**src/rtl/mre_pkg.sv**
```systemverilog
package mre_pkg;
  typedef enum logic [1:0] {
    ST_IDLE,
    ST_KICK,
    ST_WAIT,
    ST_OUT
  } mre_state_e;
endpackage

```
**src/rtl/mre_len_mask.sv**
```systemverilog
module mre_len_mask #(
  parameter int DATA_W = 42,
  parameter int LEN_W  = $clog2(DATA_W + 1)
) (
  input  logic [DATA_W-1:0] data_i,
  input  logic [LEN_W-1:0]  len_i,
  output logic [DATA_W-1:0] data_o
);
  for (genvar k = 0; k < DATA_W; k++) begin : g_bit
    assign data_o[k] = data_i[k] & (LEN_W'(k) < len_i);
  end
endmodule

```
**src/rtl/mre_divider.sv**
```systemverilog
module mre_divider #(
  parameter int DATA_W = 42,
  parameter int MOD_W  = 8
) (
  input  logic              clk_i,
  input  logic              rst_ni,
  input  logic              start_i,
  input  logic [DATA_W-1:0] dividend_i,
  input  logic [MOD_W-1:0]  divisor_i,
  output logic              done_o,
  output logic [DATA_W-1:0] quo_o,
  output logic [MOD_W-1:0]  rem_o
);
  localparam int CNT_W = $clog2(DATA_W + 1);

  logic              busy_q, done_q;
  logic [CNT_W-1:0]  cnt_q;
  logic [DATA_W-1:0] quo_q;
  logic [MOD_W-1:0]  rem_q, dvs_q;
  logic [MOD_W:0]    trial, diff;
  logic              ge;
  logic              unused_diff_msb;

  assign trial = {rem_q, quo_q[DATA_W-1]};
  assign ge    = trial >= {1'b0, dvs_q};
  assign diff  = trial - {1'b0, dvs_q};
  assign unused_diff_msb = diff[MOD_W];

  always_ff @(posedge clk_i or negedge rst_ni) begin
    if (!rst_ni) begin
      busy_q <= 1'b0;
      done_q <= 1'b0;
      cnt_q  <= '0;
      quo_q  <= '0;
      rem_q  <= '0;
      dvs_q  <= MOD_W'(1);
    end else begin
      done_q <= 1'b0;
      if (start_i) begin
        busy_q <= 1'b1;
        cnt_q  <= CNT_W'(DATA_W);
        quo_q  <= dividend_i;
        rem_q  <= '0;
        dvs_q  <= divisor_i;
      end else if (busy_q) begin
        rem_q <= ge ? diff[MOD_W-1:0] : trial[MOD_W-1:0];
        quo_q <= {quo_q[DATA_W-2:0], ge};
        cnt_q <= cnt_q - 1'b1;
        if (cnt_q == CNT_W'(1)) begin
          busy_q <= 1'b0;
          done_q <= 1'b1;
        end
      end
    end
  end

  assign done_o = done_q;
  assign quo_o  = quo_q;
  assign rem_o  = rem_q;

  // remainder below the divisor at completion
  assert_rem_lt_div_R2: assert property (@(posedge clk_i) disable iff (!rst_ni)
    done_q |-> (rem_q < dvs_q));
endmodule

```
**src/rtl/mixed_radix_enc.sv**
```systemverilog
module mixed_radix_enc #(
  parameter int DATA_W  = 42,
  parameter int MOD_W   = 8,
  parameter int NUM_IDX = 6,
  parameter int LEN_W   = $clog2(DATA_W + 1),
  parameter int POS_W   = $clog2(NUM_IDX)
) (
  input  logic                     clk_i,
  input  logic                     rst_ni,
  input  logic                     start_valid_i,
  output logic                     start_ready_o,
  input  logic [DATA_W-1:0]        data_i,
  input  logic [LEN_W-1:0]         len_i,
  input  logic [NUM_IDX*MOD_W-1:0] mods_i,
  output logic                     idx_valid_o,
  input  logic                     idx_ready_i,
  output logic [MOD_W-1:0]         idx_o,
  output logic [POS_W-1:0]         pos_o,
  output logic                     last_o,
  output logic                     ovf_o
);
  import mre_pkg::*;

  localparam logic [POS_W-1:0] POS_LAST = POS_W'(NUM_IDX - 1);
  localparam logic [POS_W-1:0] POS_PRE  = POS_W'(NUM_IDX - 2);

  mre_state_e        st_q;
  logic [DATA_W-1:0] r_q, masked;
  logic [MOD_W-1:0]  mods_q [NUM_IDX];
  logic [POS_W-1:0]  pos_q;
  logic [MOD_W-1:0]  idx_q;
  logic              ovf_q;
  logic              div_done;
  logic [DATA_W-1:0] div_quo;
  logic [MOD_W-1:0]  div_rem;
  logic [MOD_W-1:0]  mod_cur, mod_last;

  mre_len_mask #(.DATA_W(DATA_W), .LEN_W(LEN_W)) u_mask (
    .data_i (data_i),
    .len_i  (len_i),
    .data_o (masked)
  );

  assign mod_cur  = mods_q[pos_q];
  assign mod_last = mods_q[NUM_IDX-1];

  mre_divider #(.DATA_W(DATA_W), .MOD_W(MOD_W)) u_div (
    .clk_i      (clk_i),
    .rst_ni     (rst_ni),
    .start_i    (st_q == ST_KICK),
    .dividend_i (r_q),
    .divisor_i  (mod_cur),
    .done_o     (div_done),
    .quo_o      (div_quo),
    .rem_o      (div_rem)
  );

  always_ff @(posedge clk_i or negedge rst_ni) begin
    if (!rst_ni) begin
      st_q  <= ST_IDLE;
      r_q   <= '0;
      pos_q <= '0;
      idx_q <= '0;
      ovf_q <= 1'b0;
      for (int i = 0; i < NUM_IDX; i++) mods_q[i] <= MOD_W'(2);
    end else begin
      case (st_q)
        ST_IDLE: if (start_valid_i) begin
          r_q   <= masked;
          pos_q <= '0;
          ovf_q <= 1'b0;
          for (int i = 0; i < NUM_IDX; i++) mods_q[i] <= mods_i[i*MOD_W +: MOD_W];
          st_q  <= ST_KICK;
        end
        ST_KICK: st_q <= ST_WAIT;
        ST_WAIT: if (div_done) begin
          idx_q <= div_rem;
          r_q   <= div_quo;
          st_q  <= ST_OUT;
        end
        ST_OUT: if (idx_ready_i) begin
          if (pos_q == POS_LAST) begin
            ovf_q <= 1'b0;
            st_q  <= ST_IDLE;
          end else if (pos_q == POS_PRE) begin
            // final index: leftover quotient, no modulo
            pos_q <= pos_q + 1'b1;
            idx_q <= r_q[MOD_W-1:0];
            ovf_q <= r_q >= {{(DATA_W-MOD_W){1'b0}}, mod_last};
          end else begin
            pos_q <= pos_q + 1'b1;
            st_q  <= ST_KICK;
          end
        end
        default: st_q <= ST_IDLE;
      endcase
    end
  end

  assign start_ready_o = (st_q == ST_IDLE);
  assign idx_valid_o   = (st_q == ST_OUT);
  assign idx_o         = idx_q;
  assign pos_o         = pos_q;
  assign last_o        = idx_valid_o && (pos_q == POS_LAST);
  assign ovf_o         = ovf_q;

  // indices before the last are below their modulus
  assert_idx_lt_mod_R2: assert property (@(posedge clk_i) disable iff (!rst_ni)
    (idx_valid_o && pos_o != POS_LAST) |-> (idx_o < mod_cur));
  // output held under backpressure
  assert_hold_R5: assert property (@(posedge clk_i) disable iff (!rst_ni)
    (idx_valid_o && !idx_ready_i) |=>
      (idx_valid_o && $stable(idx_o) && $stable(pos_o) && $stable(ovf_o)));
  // no output while a frame may be accepted
  assert_no_out_idle_R6: assert property (@(posedge clk_i) disable iff (!rst_ni)
    start_ready_o |-> !idx_valid_o);
  // overflow only with the final index
  assert_ovf_last_R7: assert property (@(posedge clk_i) disable iff (!rst_ni)
    ovf_o |-> last_o);
  // a taken non-final index is followed by no output or the next position
  assert_order_R4: assert property (@(posedge clk_i) disable iff (!rst_ni)
    (idx_valid_o && idx_ready_i && !last_o) |=> (!idx_valid_o || pos_o == $past(pos_o) + 1'b1));
endmodule

```
**config.mk**
```make
export PLATFORM = sky130hd
export DESIGN_NAME = mixed_radix_enc
export DESIGN_NICKNAME = d
export VERILOG_FILES = /design/src/rtl/mre_pkg.sv /design/src/rtl/mre_len_mask.sv /design/src/rtl/mre_divider.sv /design/src/rtl/mixed_radix_enc.sv
export SDC_FILE = /design/constraint.sdc
export NUM_CORES = 1
export LEC_CHECK = 0
export ABC_CLOCK_PERIOD_IN_PS = 2400
export BUFFER_PORTS_ARGS = -buffer_cell sky130_fd_sc_hd__clkbuf_2
export CAP_MARGIN = 20
export CELL_PAD_IN_SITES_DETAIL_PLACEMENT = 1
export CELL_PAD_IN_SITES_GLOBAL_PLACEMENT = 1
export CORE_MARGIN = 2
export CORE_UTILIZATION = 35
export DETAILED_ROUTE_END_ITERATION = 7
export PLACE_DENSITY = 0.75
export SLEW_MARGIN = 20
export SYNTH_ARGS = -nofsm -noshare
export SYNTH_HDL_FRONTEND = slang
export SYNTH_SLANG_ARGS = --single-unit
```
**constraint.sdc**
```tcl
create_clock -name clk_i -period 2.4 [get_ports clk_i]
set_input_delay 0.24 -clock clk_i [delete_from_list [all_inputs] [get_ports clk_i]]
set_output_delay 0.24 -clock clk_i [all_outputs]
set_load 0.05 [all_outputs]
```
==> results of run 1 <==
==> worst max-delay path by stage <==
stage | cells past startpoint | to | start
6_report | 7 | ovf_o | r_q[0]
5_1_grt | 7 | ovf_o | r_q[0]
4_1_cts | 7 | ovf_o | r_q[0]
3_5_place_dp | 7 | ovf_o | r_q[0]
3_3_place_gp | 7 | ovf_o | r_q[0]
2_1_floorplan | 8 | idx_o[5] | pos_o[1]
==> cell usage in the layout (no fill, tap or decap), types with 17 or more instances in the layout <==
cell type / Yosys / final
dfrtp_1: 163 / 162
clkbuf_2: 0 / 113
nor2_1: 84 / 84
a21oi_1: 80 / 80
inv_1: 32 / 32
mux2_2: 57 / 57
clkbuf_16: 0 / 17
ha_1: 25 / 23
nand2_1: 88 / 87
o21ai_0: 66 / 66
mux2i_1: 54 / 54
==> layer usage <==
layer,vias up,GRT usage,part of all wire,wire (um)
li1,3327,-,-,-
met1,3575,0.2579,0.45,11310
met2,149,0.3295,0.49,12280
met3,28,0.04393,0.049,1221
met4,0,0.05511,0.014,350
met5,-,0,0,0
==> cells in the mapped netlist (2+ instances only) <==
library cell / number / area [um^2]
a21oi_1: 80 / 400.4
a2111oi_0: 2 / 17.52
nand2_1: 88 / 330.3
ha_1: 25 / 312.8
a211oi_1: 11 / 82.58
o211ai_1: 4 / 30.03
mux2i_1: 54 / 540.5
a31oi_1: 8 / 50.05
buf_2: 23 / 115.1
nor3_2: 2 / 20.02
dfstp_2: 7 / 183.9
a32oi_1: 11 / 96.34
xor2_1: 4 / 35.03
nand4_1: 2 / 12.51
nor4_1: 10 / 62.56
nor2_1: 84 / 315.3
a22oi_1: 5 / 37.54
or3_1: 2 / 12.51
nor2b_1: 4 / 25.02
a311oi_1: 2 / 17.52
buf_4: 4 / 30.03
clkbuf_1: 24 / 90.09
nand3_1: 5 / 25.02
or2_2: 2 / 12.51
xnor2_1: 4 / 35.03
a21oi_2: 3 / 26.28
o21ai_0: 66 / 330.3
o21a_1: 5 / 37.54
nand3b_1: 3 / 22.52
nor3b_1: 7 / 52.55
and3_1: 3 / 18.77
inv_1: 32 / 120.1
mux2_2: 57 / 641.9
dfrtp_1: 163 / 4079
nor2_2: 2 / 12.51
buf_6: 3 / 33.78
nor3_1: 12 / 60.06
mux4_2: 8 / 180.2
o31ai_1: 2 / 15.01
a221oi_1: 9 / 78.83
nand2b_1: 11 / 68.82
o311ai_0: 4 / 35.03
==> power by group <==
part,switching (W),internal (W),total [W]
combinational,0.00410,0.00293,0.00702
clock,0.00140,0.00141,0.00282
sequential,0.00117,0.00440,0.00557
==> flip-flops by register name, indices dropped and copies added (netlist names) <==
name,count
pos_o,3
idx_o,8
u_div.done_o,1
mods_q,40
u_div.cnt_q,6
u_div.busy_q,1
u_div.rem_o,8
r_q,42
st_q,2
u_div.quo_o,42
ovf_o,1
u_div.dvs_q,8
mod_last,8
==> cells by family (layout without fill, tap and decap cells) <==
| logic type | after synthesis | in the layout | synth area share |
|---|---|---|---|
| XOR/XNOR | 8 | 8 | 0.007877 |
| buffers and inverters | 89 | 201 | 0.04501 |
| AND/OR/NAND/NOR | 244 | 244 | 0.1249 |
| adder cells (fa/ha/maj) | 26 | 26 | 0.03742 |
| multiplexers | 119 | 119 | 0.1532 |
| flip-flops | 170 | 170 | 0.4793 |
| AO/OA/AOI/OAI | 221 | 221 | 0.1523 |
==> worst max-delay path, stage by stage (launching register included) <==
cell       delay, ns
dfrtp_1         0.41
inv_1           0.08
ha_1            0.29
nand2b_1        0.15
a211oi_1        0.23
o21ai_0         0.20
a2111oi_1       0.60
o31ai_1         0.11
==> layout make-up <==
| type | count | area, um^2 |
|---|---|---|
| fill | 2885 | 14580 |
| sequential | 170 | 4264 |
| multi-input combinational | 618 | 4247 |
| timing repair buffer | 135 | 799.5 |
| clock buffer | 17 | 425.4 |
| tap | 330 | 412.9 |
| clock inverter | 15 | 180.2 |
| inverter | 34 | 127.6 |
==> per-stage QoR <==
step / instances / instance area (um^2) / util / hold slack (ns)
global route: 1319 / 10460 / 0.4176 / 0.004779
floorplan: 877 / 8895 / - / -0.05559
CTS: 1319 / 10460 / 0.4176 / 0.007401
finish: 1319 / 10460 / 0.4176 / 0.02466
global placement: 1286 / 9839 / 0.3930 / 0.2786
detailed placement: 1286 / 9839 / 0.3930 / 0.2830
==> timing repair <==
item / in CTS / in global routing
endpoints found under the setup margin: 0 / 1
hold buffers: 1 / 0
endpoints found under the hold margin: 55 / 0
resized for setup: 0 / 1
==> reports/qor.yml, run 1 <==
slew_viol_final: 0
rsz0062_at_grt: "no"
n_antenna_cell: 0
arrival_ns: 2.51
row_count: 58
worst-setup-path-type: "register to register"
fin_crit_sh: 0.9211
vdd_drop_max_uv: 751.1
r2r_cells: 7
syn_to_final_growth_pct: 17.56
synth_cell_types: 62
port_buffers: 114
critPathRequiredTime_ns: 2.70
tightest_slew_ns: 0.7080
synth_area_per_cell_um2: 10.14
wire_per_inst_um: 19.07
slew_headroom: 0.5237
cts_setup_buffers: 0
clock_latency_ns: 0.44
antenna_found_initial: 0
worstReg2RegEnd: "ovf_o"
wirelength_mm: 25.16
ff2ff_setup_slack_ns: 0.19
avgViaCountPerCell: 5.367
min_period_ns: 2.211
power_density_nw_per_um2: 1473
synth_area_um2: 8895
syn_nets: 1003
hp-start: "mods_i[11]"
dpl_worst_slack_ns: 0.07858
drive_gt1_frac: 0.2599
hpwlAfterDp_mm: 17.97
cts_tree: "yes"
finalPower_w: 0.01541
synthArstFlopShare: 1.000
timing.fmax_mhz: 452.4
root_buffer: "clkbuf_16"
overflow: 0
critPathLaunchType: "register"
worstHoldEndpoint: "mods_q[35]"
yosys_register_bits: 170
gp_congestion: 0.8265
cts_sinks: 170
grt_pass1_vias: 7521
grt.total_usage: 0.1973
status: "finished, final reports clean"
fp.coreArea_um2: 25040
r2r-start: "r_q[0]"
drc: 0
clock_path_buffers: 2
synthCells: 877
path_max_fanout: 3
p_leak_nw: 4.791
ys.warnings.count: 0
dr.pass1.iters: 4
critPathCaptureType: "register"
worst_slack_ns: 0.1894
antenna_left: 0
min_path_type: "input port to register"
vias: 7079
yosysSeqAreaShare: 0.4793
grt_pass1_wl_mm: 41.04
hold_viol_final: 0
synth_edf_count: 0
holdPathStages: 2
maxCapViolCount: 0
die_height_um: 163.4
clk_pin_slew_ns: 0.08
initial_core_util: 0.3553
pin_count: 115
drt_iter0_drc: 342
tns_ns: 0
final_nets: 1102
setup_viol: 0
numCtsBuffers: 17
fin_skew_ns: 0.01335
cts_max_level: 4
synth_ff_type: "dfrtp_1"
die-width_um: 163.4
grt_max_degree: 99
fp.dieArea_um2: 26700
Power figures use the tool's default switching activity.
==> run 2: changes to the inputs <==
==> constraint.sdc (replaced) <==
create_clock -name clk_i -period 2.4 [get_ports clk_i]
set_input_delay 0.36 -clock clk_i [delete_from_list [all_inputs] [get_ports clk_i]]
set_output_delay 0.36 -clock clk_i [all_outputs]
set_load 0.05 [all_outputs]
==> run 2 against run 1 <==
Compared with the run above:
- sequential share of layout area is 0.053 points lower
- worst setup slack got worse by 0.041 ns
- count of clock-buffer cells in the layout unchanged
- hold slack improved by 0.12 ns
- final cell count down 0.23%
- final area up 0.13%
- clock skew grew 0.0043 ns
- clock power hardly changed
- first-iteration DRC count increased by 26%
- sequential power barely moved
- largest power group unchanged
- highest routed layer is now met5
==> reports/qor.yml, run 2 (synthesis results as in run 1) <==
status: "finished, final reports clean"
vdd_drop_max_uv: 720.0  # -4.1%
antenna_found_initial: 1  # +1
die-width_um: 163.4  # unchanged
avgViaCountPerCell: 5.364  # about the same
cp_num_buf_inv: 1  # unchanged
p_leak_nw: 4.784  # -0.14%
stdcell_area_um2: 10470  # +0.13%
fin_crit_sh: 0.9380  # +0.01689
initial_core_util: 0.3553  # unchanged
worstSetupStartpoint: "r_q[0]"
critPathLaunchType: "register"
timing.fmax_mhz: 444.2  # -1.8%
critPathRequiredTime_ns: 2.70  # about the same
fillCellCount: 2848  # -1.3%
arrival_ns: 2.55  # +0.04 ns
worst_slack_ns: 0.1489  # -0.04055 ns
r2r_cells: 7  # unchanged
hpwlAfterDp_mm: 17.95  # about the same
postPlaceCellArea_um2: 9854  # +0.15%
root_buffer: "clkbuf_16"
pin_count: 115  # unchanged
holdPathStages: 2  # unchanged
hold_viol_final: 0  # unchanged
path_cells: "inv_1 > ha_1 > nand2b_1 > a211oi_1 > o21ai_0 > a2111oi_0 > o31ai_1"
crit_slowest_cell: "a2111oi_0"
grt_pass1_vias: 7707  # +2.5%
grt_max_degree: 99  # unchanged
overflow: 0  # unchanged
critPathCaptureType: "register"
drc: 0  # unchanged
slew_viol_final: 0  # unchanged
cp_top_family: "compound AO/OA/AOI/OAI gates"
worst-setup-path-type: "register to register"
grt.total_usage: 0.1998  # +0.002510
cts.repair.resized: 0  # unchanged
dr.pass1.iters: 4  # unchanged
die_height_um: 163.4  # unchanged
r2r-start: "r_q[0]"
rsz0062_at_grt: "no"
hp-start: "mods_i[27]"
syn_to_final_growth_pct: 17.71
cts_tree: "yes"
fp.coreArea_um2: 25040  # unchanged
tightest_slew_ns: 0.7187  # +0.01072 ns
layout_common_cells: "dfrtp_1 (162), clkbuf_2 (113), nand2_1 (87)"
path_max_fanout: 3  # unchanged
drive_gt1_frac: 0.2576  # -0.002252
clock_path_buffers: 2  # unchanged
post-place-cells: 1283  # -0.23%
vias: 7059  # -0.28%
slew_headroom: 0.5203  # -0.003322
instances_no_fill: 1316  # -0.23%
cp.depth: 7  # unchanged
maxCapViolCount: 0  # unchanged
numCtsBuffers: 17  # unchanged
wirelength_mm: 25.43  # +1.1%
min_period_ns: 2.251  # +0.04055 ns
drt_iter0_drc: 431  # +26%
clk_pin_slew_ns: 0.08  # about the same
setup_viol: 0  # unchanged
max_stage_delay_ns: 0.66  # +0.06 ns
cts_max_level: 4  # unchanged
row_count: 58  # unchanged
dpl_worst_slack_ns: 0.1318  # +0.05318 ns
cts_sinks: 170  # unchanged
layout_commonest_cell: "dfrtp_1"
antenna_left: 0  # unchanged
port_buffers: 114  # unchanged
final_nets: 1099  # -0.27%
fin_skew_ns: 0.01761  # +0.004265 ns
gp_congestion: 0.7896  # -4.5%
n_antenna_cell: 0  # unchanged
tns_ns: 0  # unchanged
fp.dieArea_um2: 26700  # unchanged
power_density_nw_per_um2: 1474  # about the same
clock_latency_ns: 0.44  # about the same
grt_pass1_wl_mm: 41.55  # +1.2%
min_path_type: "input port to register"
wire_per_inst_um: 19.32  # +1.3%
## run 2: cell types whose count changed in the layout (fill, tap and decap cells not counted), sizes merged
cell and change:
clkinv -2, buf -3, clkinvlp +1, inv +1
## run 2: worst reg2reg max path, cell delays in order (launching register included)
cell and delay, ns:
dfrtp_1 0.40, inv_1 0.10, ha_1 0.29, nand2b_1 0.14, a211oi_1 0.23, o21ai_0 0.20, a2111oi_0 0.66, o31ai_1 0.11
## run 2: stage by stage
stage	total power, W	hold WS, ns	util
finish	0.01543	0.1438	0.4182
CTS	0.01554	0.1306	0.4182
detailed placement	0.01260	0.4129	0.3936
floorplan	0.01056	0.06441	-
global placement	0.01223	0.4144	0.3936
global route	0.01665	0.1283	0.4182
## run 2: path summary, 6_finish.rpt
path | to | slack (ns)
max reg2reg | ovf_o | 0.15
min reg2reg | u_div.dvs_q[0] | 0.50
max | ovf_o | 0.15
max in group asynchronous | r_q[12] | 1.27
min in group asynchronous | r_q[35] | 0.49
min | mods_q[19] | 0.14
## run 2: cell type report
class,instances,area [um^2],area share
Clock buffer,17,425.4,0.04063
Clock inverter,15,180.2,0.01721
Inverter,34,127.6,0.01219
Multi-Input combinational cell,618,4245,0.4055
Sequential cell,170,4264,0.4073
Tap cell,330,412.9,0.03944
Timing Repair Buffer,132,814.5,0.07780
## run 2: routing by layer
layer  share of wire  GRT usage  vias up
li1                -          -     3325
met1            0.45     0.2637     3551
met2            0.48     0.3257      151
met3           0.050    0.04749       30
met4           0.017    0.06154        2
met5         0.00059          0        -
## run 2: timing repair
action	in CTS	in global routing
setup buffers	0	0
endpoints found under the hold margin	56	0
hold buffers	1	0
## run 2: power by group
| part | total, W | internal [W] | switching, W |
|---|---|---|---|
| registers | 0.00556 | 0.00440 | 0.00116 |
| logic | 0.00706 | 0.00293 | 0.00414 |
| clock network | 0.00280 | 0.00141 | 0.00139 |
| total | 0.0154 | 0.00874 | 0.00669 |
